[config.mk]
export PLATFORM = sky130hd
export DESIGN_NAME = flash_cmd_decoder
export DESIGN_NICKNAME = d
export VERILOG_FILES = /design/src/rtl/fcd_pkg.sv /design/src/rtl/fcd_classify.sv /design/src/rtl/fcd_seq.sv /design/src/rtl/fcd_req_reg.sv /design/src/rtl/flash_cmd_decoder.sv
export SDC_FILE = /design/constraint.sdc
export NUM_CORES = 1
export LEC_CHECK = 0
export BUFFER_PORTS_ARGS = -buffer_cell sky130_fd_sc_hd__buf_2
export CAP_MARGIN = 40
export CORE_MARGIN = 8
export CORE_UTILIZATION = 45
export DETAILED_ROUTE_END_ITERATION = 12
export PLACE_DENSITY = 0.75
export SLEW_MARGIN = 10
export SYNTH_ARGS = -nofsm -noshare
export SYNTH_HDL_FRONTEND = slang
export SYNTH_SLANG_ARGS = --single-unit
[constraint.sdc]
create_clock -name clk -period 2.7 [get_ports clk]
set_input_delay 0 -clock clk [delete_from_list [all_inputs] [get_ports clk]]
set_output_delay 0 -clock clk [all_outputs]
set_load 0.005 [all_outputs]
[src/rtl/fcd_pkg.sv]
package fcd_pkg;

  typedef enum logic [3:0] {
    OP_NONE         = 4'd0,
    OP_PROGRAM      = 4'd1,
    OP_CHIP_ERASE   = 4'd2,
    OP_SECTOR_ERASE = 4'd3,
    OP_SECTOR_LOCK  = 4'd4,
    OP_SUSPEND      = 4'd5,
    OP_RESUME       = 4'd6,
    OP_ID_ENTER     = 4'd7,
    OP_ID_EXIT      = 4'd8,
    OP_BYPASS       = 4'd9
  } fcd_op_e;

  typedef enum logic [2:0] {
    ST_IDLE,
    ST_UNL1,
    ST_UNL2,
    ST_PROG,
    ST_EXT1,
    ST_EXT2,
    ST_EXT3
  } fcd_state_e;

  localparam int CMD_W     = 8;
  localparam int NUM_CODES = 11;
  localparam int CI_AA  = 0;
  localparam int CI_55  = 1;
  localparam int CI_A0  = 2;
  localparam int CI_80  = 3;
  localparam int CI_90  = 4;
  localparam int CI_F0  = 5;
  localparam int CI_10  = 6;
  localparam int CI_30  = 7;
  localparam int CI_40  = 8;
  localparam int CI_B0  = 9;
  localparam int CI_BYP = 10;

  function automatic logic [CMD_W-1:0] code_of(input int idx, input logic [CMD_W-1:0] byp);
    case (idx)
      CI_AA:   return 8'hAA;
      CI_55:   return 8'h55;
      CI_A0:   return 8'hA0;
      CI_80:   return 8'h80;
      CI_90:   return 8'h90;
      CI_F0:   return 8'hF0;
      CI_10:   return 8'h10;
      CI_30:   return 8'h30;
      CI_40:   return 8'h40;
      CI_B0:   return 8'hB0;
      default: return byp;
    endcase
  endfunction

  typedef struct packed {
    logic                 key1;
    logic                 key2;
    logic [NUM_CODES-1:0] hit;
  } fcd_cls_t;

endpackage

[src/rtl/fcd_classify.sv]
module fcd_classify
  import fcd_pkg::*;
#(
  parameter int               ADDR_W      = 20,
  parameter int               DATA_W      = 8,
  parameter int               KEY_W       = 16,
  parameter logic [KEY_W-1:0] KEY1_ADDR   = 16'h5555,
  parameter logic [KEY_W-1:0] KEY2_ADDR   = 16'h2AAA,
  parameter logic [7:0]       BYPASS_CODE = 8'h20
) (
  input  logic [ADDR_W-1:0] addr,
  input  logic [DATA_W-1:0] data,
  output fcd_cls_t          cls
);

  logic [CMD_W-1:0]     cmd;
  logic [KEY_W-1:0]     key_part;
  logic [NUM_CODES-1:0] hit;

  assign cmd      = data[CMD_W-1:0];
  assign key_part = addr[KEY_W-1:0];

  generate
    for (genvar gi = 0; gi < NUM_CODES; gi++) begin : g_code
      assign hit[gi] = (cmd == code_of(gi, BYPASS_CODE));
    end
  endgenerate

  always_comb begin
    cls.key1 = (key_part == KEY1_ADDR);
    cls.key2 = (key_part == KEY2_ADDR);
    cls.hit  = hit;
  end

endmodule

[src/rtl/fcd_seq.sv]
module fcd_seq
  import fcd_pkg::*;
(
  input  logic     clk,
  input  logic     rst_n,
  input  logic     take,
  input  fcd_cls_t cls,
  output fcd_op_e  op_now,
  output logic     bypass_mode
);

  fcd_state_e st_q, st_d;
  logic       byp_d;
  logic       unl_a, unl_b, at_k1;

  assign at_k1 = cls.key1;
  assign unl_a = cls.key1 && cls.hit[CI_AA];
  assign unl_b = cls.key2 && cls.hit[CI_55];

  always_comb begin
    st_d   = st_q;
    byp_d  = bypass_mode;
    op_now = OP_NONE;
    if (take) begin
      st_d = ST_IDLE;
      if (bypass_mode) begin
        op_now = OP_PROGRAM;
      end else begin
        case (st_q)
          ST_IDLE: begin
            if (unl_a)                st_d   = ST_UNL1;
            else if (cls.hit[CI_B0])  op_now = OP_SUSPEND;
            else if (cls.hit[CI_30])  op_now = OP_RESUME;
            else if (cls.hit[CI_F0])  op_now = OP_ID_EXIT;
          end
          ST_UNL1: if (unl_b) st_d = ST_UNL2;
          ST_UNL2: begin
            if (at_k1) begin
              if (cls.hit[CI_A0])      st_d   = ST_PROG;
              else if (cls.hit[CI_80]) st_d   = ST_EXT1;
              else if (cls.hit[CI_90]) op_now = OP_ID_ENTER;
              else if (cls.hit[CI_F0]) op_now = OP_ID_EXIT;
            end
          end
          ST_PROG: op_now = OP_PROGRAM;
          ST_EXT1: if (unl_a) st_d = ST_EXT2;
          ST_EXT2: if (unl_b) st_d = ST_EXT3;
          ST_EXT3: begin
            if (at_k1 && cls.hit[CI_10])       op_now = OP_CHIP_ERASE;
            else if (cls.hit[CI_30])           op_now = OP_SECTOR_ERASE;
            else if (cls.hit[CI_40])           op_now = OP_SECTOR_LOCK;
            else if (at_k1 && cls.hit[CI_BYP]) begin
              op_now = OP_BYPASS;
              byp_d  = 1'b1;
            end
          end
          default: st_d = ST_IDLE;
        endcase
      end
    end
  end

  always_ff @(posedge clk) begin
    if (!rst_n) begin
      st_q        <= ST_IDLE;
      bypass_mode <= 1'b0;
    end else begin
      st_q        <= st_d;
      bypass_mode <= byp_d;
    end
  end

endmodule

[src/rtl/fcd_req_reg.sv]
module fcd_req_reg
  import fcd_pkg::*;
#(
  parameter int ADDR_W = 20,
  parameter int DATA_W = 8
) (
  input  logic              clk,
  input  logic              rst_n,
  input  fcd_op_e           op_now,
  input  logic [ADDR_W-1:0] addr,
  input  logic [DATA_W-1:0] data,
  output logic              req_valid,
  output logic [3:0]        req_op,
  output logic [ADDR_W-1:0] req_addr,
  output logic [DATA_W-1:0] req_data
);

  logic fire;
  assign fire = (op_now != OP_NONE);

  always_ff @(posedge clk) begin
    if (!rst_n) begin
      req_valid <= 1'b0;
      req_op    <= OP_NONE;
      req_addr  <= '0;
      req_data  <= '0;
    end else begin
      req_valid <= fire;
      if (fire) begin
        req_op   <= op_now;
        req_addr <= addr;
        req_data <= data;
      end
    end
  end

endmodule

[src/rtl/flash_cmd_decoder.sv]
module flash_cmd_decoder
  import fcd_pkg::*;
#(
  parameter int         ADDR_W      = 20,
  parameter int         DATA_W      = 8,
  parameter logic [7:0] BYPASS_CODE = 8'h20
) (
  input  logic              clk,
  input  logic              rst_n,
  input  logic              wr_valid,
  input  logic [ADDR_W-1:0] wr_addr,
  input  logic [DATA_W-1:0] wr_data,
  input  logic              busy,
  output logic              req_valid,
  output logic [3:0]        req_op,
  output logic [ADDR_W-1:0] req_addr,
  output logic [DATA_W-1:0] req_data,
  output logic              bypass_mode
);

  localparam int KEY_W = 16;

  fcd_cls_t cls;
  fcd_op_e  op_now;
  logic     take;

  assign take = wr_valid && !busy;

  fcd_classify #(
    .ADDR_W(ADDR_W), .DATA_W(DATA_W), .KEY_W(KEY_W),
    .KEY1_ADDR(16'h5555), .KEY2_ADDR(16'h2AAA), .BYPASS_CODE(BYPASS_CODE)
  ) u_classify (
    .addr(wr_addr), .data(wr_data), .cls(cls)
  );

  fcd_seq u_seq (
    .clk(clk), .rst_n(rst_n), .take(take), .cls(cls),
    .op_now(op_now), .bypass_mode(bypass_mode)
  );

  fcd_req_reg #(.ADDR_W(ADDR_W), .DATA_W(DATA_W)) u_req (
    .clk(clk), .rst_n(rst_n), .op_now(op_now), .addr(wr_addr), .data(wr_data),
    .req_valid(req_valid), .req_op(req_op), .req_addr(req_addr), .req_data(req_data)
  );

endmodule

Word-level counts from Yosys, hierarchy flattened
Index checks and enable logic that the tools add are counted.
- bits in registers: 37
- bits of input ports: 32
- output and inout port bits: 34
- word-level logic and storage cells: 63
- eq/ne operators: 19
- mux-type cells: 30
- reductions and logical operators: 8
- operators with widths (operator ; count):
    $mux W4 ; 14
    $eq A8 B8 Y1 const B ; 6
    $mux W3 ; 6
    $eq A16 B14 Y1 const B ; 1
    $eq A16 B15 Y1 const B ; 1
    $eq A8 B6 Y1 const B ; 2
    $eq A8 B7 Y1 const B ; 2
    $pmux W4 S4 ; 1
    $pmux W3 S5 ; 1
    $eq A3 B3 Y1 const B ; 3
    $eq A8 B5 Y1 const B ; 1
    $mux W1 ; 7
    $eq A3 B2 Y1 const B ; 2
    $logic_and A1 B1 Y1 ; 5
    $reduce_bool A4 Y1 ; 1
    $eq A3 B1 Y1 const B ; 1
    $logic_not A3 Y1 ; 1
    $mux W2 ; 1
    $logic_not A1 Y1 ; 1

Depth between registers and ports, before layout
- depth in word-level cells: 10
- gate-level depth with buffers: 9

By module
Synthesis repeated with hierarchy kept, for this count alone.
- cell total of the unflattened synthesis: 236
- area total of the unflattened synthesis: 2020.7 um^2
- modules (own cells, without submodules) (module ; times used ; cells an instance ; area an instance (um^2) ; seq. area each (um^2)):
    fcd_req_reg ; 1 ; 142 ; 1312.5 ; 660.6
    fcd_seq ; 1 ; 62 ; 439.2 ; 80.1
    fcd_classify ; 1 ; 31 ; 255.2 ; 0.0
    flash_cmd_decoder ; 1 ; 1 ; 13.8 ; 0.0

Worst setup path after synthesis
No wires, ideal clock.
- path type: flip-flop to flip-flop
- start point: reg u_seq.st_q[2]
- end point: reg u_req.req_addr[1]
- library setup time: 0.131 ns
- arrival time: 2.139 ns
- required time: 2.569 ns
- setup slack: 0.429 ns
- cell stages (with the launch flop): 9
- buffers on the path: 2
- period minus slack after synthesis: 2.271 ns
- cell sequence: dfxtp_1 clkbuf_1 or3b_2 or4_4 o211ai_2 nor3_1 buf_2 o2111ai_1 nand4_1
- longest elaborated chain between the ends: 5
- elaborated cells on any way between the ends: 8
- those cells by class: eq/ne (3); mux (3); reduce/logical (2)
- RTL lines (item ; RTL line ; text):
    start: declaration ; fcd_seq.sv:12 ; fcd_state_e st_q, st_d;
    start signal: assignment ; fcd_seq.sv:68 ; st_q <= st_d;
    $eq A3 B3 Y1 (tied with other cells) ; fcd_seq.sv:29 ; case (st_q)
    $pmux W4 S4 (*) ; fcd_seq.sv:29 ;
    $mux W4 (*) ; fcd_seq.sv:26 ; if (bypass_mode) begin
    $mux W4 (*) ; fcd_seq.sv:24 ; if (take) begin
    $reduce_bool A4 Y1 (*) ; fcd_req_reg.sv:19 ; assign fire = (op_now != OP_NONE);
    end signal: assignment ; fcd_req_reg.sv:31 ; req_addr <= addr;
    end: declaration ; fcd_req_reg.sv:14 ; output logic [ADDR_W-1:0] req_addr,
Every way passes the cells marked *; elsewhere a longest branch is shown, timed or not.
A chain may end at the register's enable or synchronous reset.

Worst setup path after layout
- start point: reg u_seq.st_q[0]
- end point: reg u_req.req_addr[16]
Same word-level chain as after synthesis.

==> summary.txt <==
status: complete, no violations
Die Wd: 97.6 um
worst slew pin tran: 0.785 ns
min-delay src: wr_addr[19]
TritonCTS buffer count: 5
RSZ-0062 raised after global routing: false
Crit Reg-Reg Endpoint: u_req.req_addr[16]$_SDFFE_PN0P_
most frequent CP cell: buf_4
largest area contributor in the synthesized netlist: dfxtp_1
Detailed Place HPWL: 6410 um
Area contributors post-synth: dfxtp_1, o2111ai_1, nand4_1, o211ai_2, and2_1
EDFF count, synth: 0
antenna viol nets, final: 0
R2R Setup Slk: 0.20 ns
R2R Path Start: u_seq.st_q[0]$_SDFFE_PN0P_
maximum vdd drop: 0.000283 V
gr ovfl total: 0
register area share after synthesis: 24.7%
Leak Pwr: 1.27 nW
MaxCap Viol Count: 0
antenna cells: 0
crit-path max FO: 34
synthesis warning total: 0
Post-Route WL: 9340 um
drt wl/cell: 19.9 um
WHS Endpoint: u_req.req_addr[19]$_SDFFE_PN0P_
max-slew violation count: 0
Final Skew: 0.00835 ns
Filler cells: 593
Final min period: 2.50 ns
chip height: 97.6 um
PortBufs: 65
Hold Vio Cnt, Final: 0
drt first pass iters: 7
Async SR Flop Fraction: 0%
post-synthesis register bit count: 37
final routed DRC violation total: 0
Area Overhead vs Synth: 15.5%
Max Freq: 0.400 GHz
Layout Nets: 424
Net Count, Synth: 381
fin crit share: 92.6%
post-route cell area: 0.00346 mm2
clk sink count: 37
number of standard-cell rows in the floorplan: 29
worst path arrival time: 2.67 ns
Slew HR: 47.7%
vias per cell: 6.99
pwr dens: 337 mW/mm2
root buffer cell: clkbuf_8
Final Util: 54.2%
Hold Crit Class: primary input to flip-flop
htree depth: 2
cell area after synthesis: 0.00300 mm2
CTS tree: yes
Synth Instances: 349
crit-path cells: buf_4, or4bb_1, or3_1, nor3_2, a2111oi_4, buf_4, o2111ai_1, nand4_1
Avg Inst Size Synth: 8.59 um2
global-route wire length before repair: 15500 um
clk slew on worst S/H paths: 0.08 ns
IO Count: 66
Crit path required time: 2.87 ns
largest net degree at the start of global routing: 93
Core ar.: 0.00639 mm2
Final setup viols: 0
Clock Latency Late Sink: 0.29 ns
Netlist cell types: 51
Top FF cell, synth: dfxtp_1
CP Class: flip-flop to flip-flop
initial DRC count: 331
crit path capture type: flip-flop
Clock Tree Buf Depth: 2
Routability Congestion: 0.863
setup_tns: 0 ns
DP Area: 0.00334 mm2
GRT Total Usage: 18.8%
Worst setup SP type: flip-flop
hold depth: 3
share of cells above drive strength 1: 33.2%
post-CTS setup buffers: 0
Die Area: 0.00953 mm2
vias: 3276
Starting Density: 46.9%
Worst Reg2Reg Path Length in Cells: 8
vias in the first global route: 3123
Yosys top cell area share: 24.7%
initial antenna violation count: 0
critical path's slowest cell: or4bb_1
critical path's largest stage delay: 0.51 ns
## routing by layer
metal | vias to the layer above | track usage (%) | part of all wire [%]
met2 | 177 | 28.2 | 45
li1 | 1540 | - | -
met1 | 1542 | 24.9 | 44
met4 | 0 | 8.51 | 2.1
met3 | 17 | 3.84 | 8.3
met5 | - | 0 | 0
## sequential cells by signal (all words and copies together) (netlist names)
| register | count |
|---|---|
| u_req.req_op | 4 |
| u_req.req_valid | 1 |
| u_seq.bypass_mode | 1 |
| u_req.req_addr | 20 |
| u_req.req_data | 8 |
| u_seq.st_q | 3 |
## worst max-delay path: cells and delay by family, from the launching register on
| kind | cells | cell delay [ns] |
|---|---|---|
| and+or+nand+nor | 4 | 1.29 |
| AOI/OAI and AO/OA | 2 | 0.31 |
| DFF | 1 | 0.33 |
| buffers and inverters | 2 | 0.44 |
## cell families (layout without fill, tap and decap cells)
kind of cell / Yosys count / after routing / synth area share, %
DFF: 37 / 37 / 24.7
adders and majority gates: 1 / 1 / 0.334
buffers and inverters: 52 / 95 / 9.14
AOI/OAI and AO/OA: 105 / 105 / 33.1
and+or+nand+nor: 154 / 154 / 32.7
## where the power goes
group	internal, W	switching (W)
sequential	0.000562	0.00000693
combinational	0.0000668	0.000129
clock	0.000203	0.000200
total	0.000831	0.000336
## worst max path at each step
stage / end / cells after the start / start
after global routing: u_req.req_addr[18]$_SDFFE_PN0P_ / 8 / u_seq.st_q[0]$_SDFFE_PN0P_
after global placement: u_req.req_data[1]$_SDFFE_PN0P_ / 7 / u_seq.st_q[1]$_SDFFE_PN0P_
after CTS: u_req.req_addr[12]$_SDFFE_PN0P_ / 8 / u_seq.st_q[0]$_SDFFE_PN0P_
final: u_req.req_addr[16]$_SDFFE_PN0P_ / 8 / u_seq.st_q[0]$_SDFFE_PN0P_
after detailed placement: u_req.req_addr[8]$_SDFFE_PN0P_ / 8 / u_seq.st_q[0]$_SDFFE_PN0P_
after floorplan: u_req.req_addr[1]$_SDFFE_PN0P_ / 8 / u_seq.st_q[2]$_SDFFE_PN0P_
## final cells by class
class	instances	area (um2)	share of cell area [%]
Clock buffer	7	86.3	2.49
Inverter	2	7.51	0.217
Multi-Input combinational cell	260	2010	58.2
Sequential cell	37	741	21.4
Tap cell	77	96.3	2.78
Timing Repair Buffer	86	515	14.9
## placed cells by master, fill, tap and decap left out, drive strengths merged, types with 4 or more instances in the layout
| cell | Yosys | layout |
|---|---|---|
| nor4bb | 8 | 8 |
| o2111ai | 48 | 48 |
| or3 | 6 | 6 |
| or4 | 6 | 6 |
| dfxtp | 37 | 37 |
| clkbuf | 26 | 7 |
| a211o | 4 | 4 |
| nor4 | 6 | 6 |
| nor3 | 8 | 8 |
| nand2b | 4 | 4 |
| buf | 24 | 83 |
| and2 | 24 | 24 |
| nand4 | 55 | 55 |
| o311ai | 4 | 4 |
| nand2 | 17 | 17 |
| nor2 | 5 | 5 |
| o211ai | 25 | 25 |
## what timing repair did
action	in CTS	in global routing
hold buffers	3	0
gates resized for setup	0	1
setup endpoints to repair	0	16
hold endpoints to repair	3	0
## synthesized netlist by cell type, types with 3 or more instances
library cell,n
a211o_1,4
a21boi_0,3
and2_1,24
buf_1,3
buf_2,12
buf_6,8
clkbuf_1,26
dfxtp_1,37
nand2_1,17
nand2b_1,4
nand3_1,3
nand4_1,55
nor2_1,4
nor3_1,8
nor4_1,6
nor4b_1,3
nor4bb_1,8
o2111ai_1,48
o211ai_1,4
o211ai_2,21
o21a_1,3
o21ai_0,3
o311ai_1,4
or3_1,5
or4_1,4
or4bb_1,3
## per-stage QoR
| stage | power [W] | cells | hold slack (ns) | setup slack (ns) |
|---|---|---|---|---|
| CTS | 0.00118 | 469 | 0.00331 | 0.0887 |
| detailed placement | 0.000771 | 459 | 0.282 | 0.0983 |
| floorplan | 0.000689 | 349 | 0.155 | 0.429 |
| finish | 0.00117 | 469 | 0.00784 | 0.200 |
| global placement | 0.000768 | 458 | 0.282 | 0.0444 |
| global route | 0.00121 | 469 | 0.0341 | 0.0574 |
No activity file was read; power rests on OpenSTA's default activity.
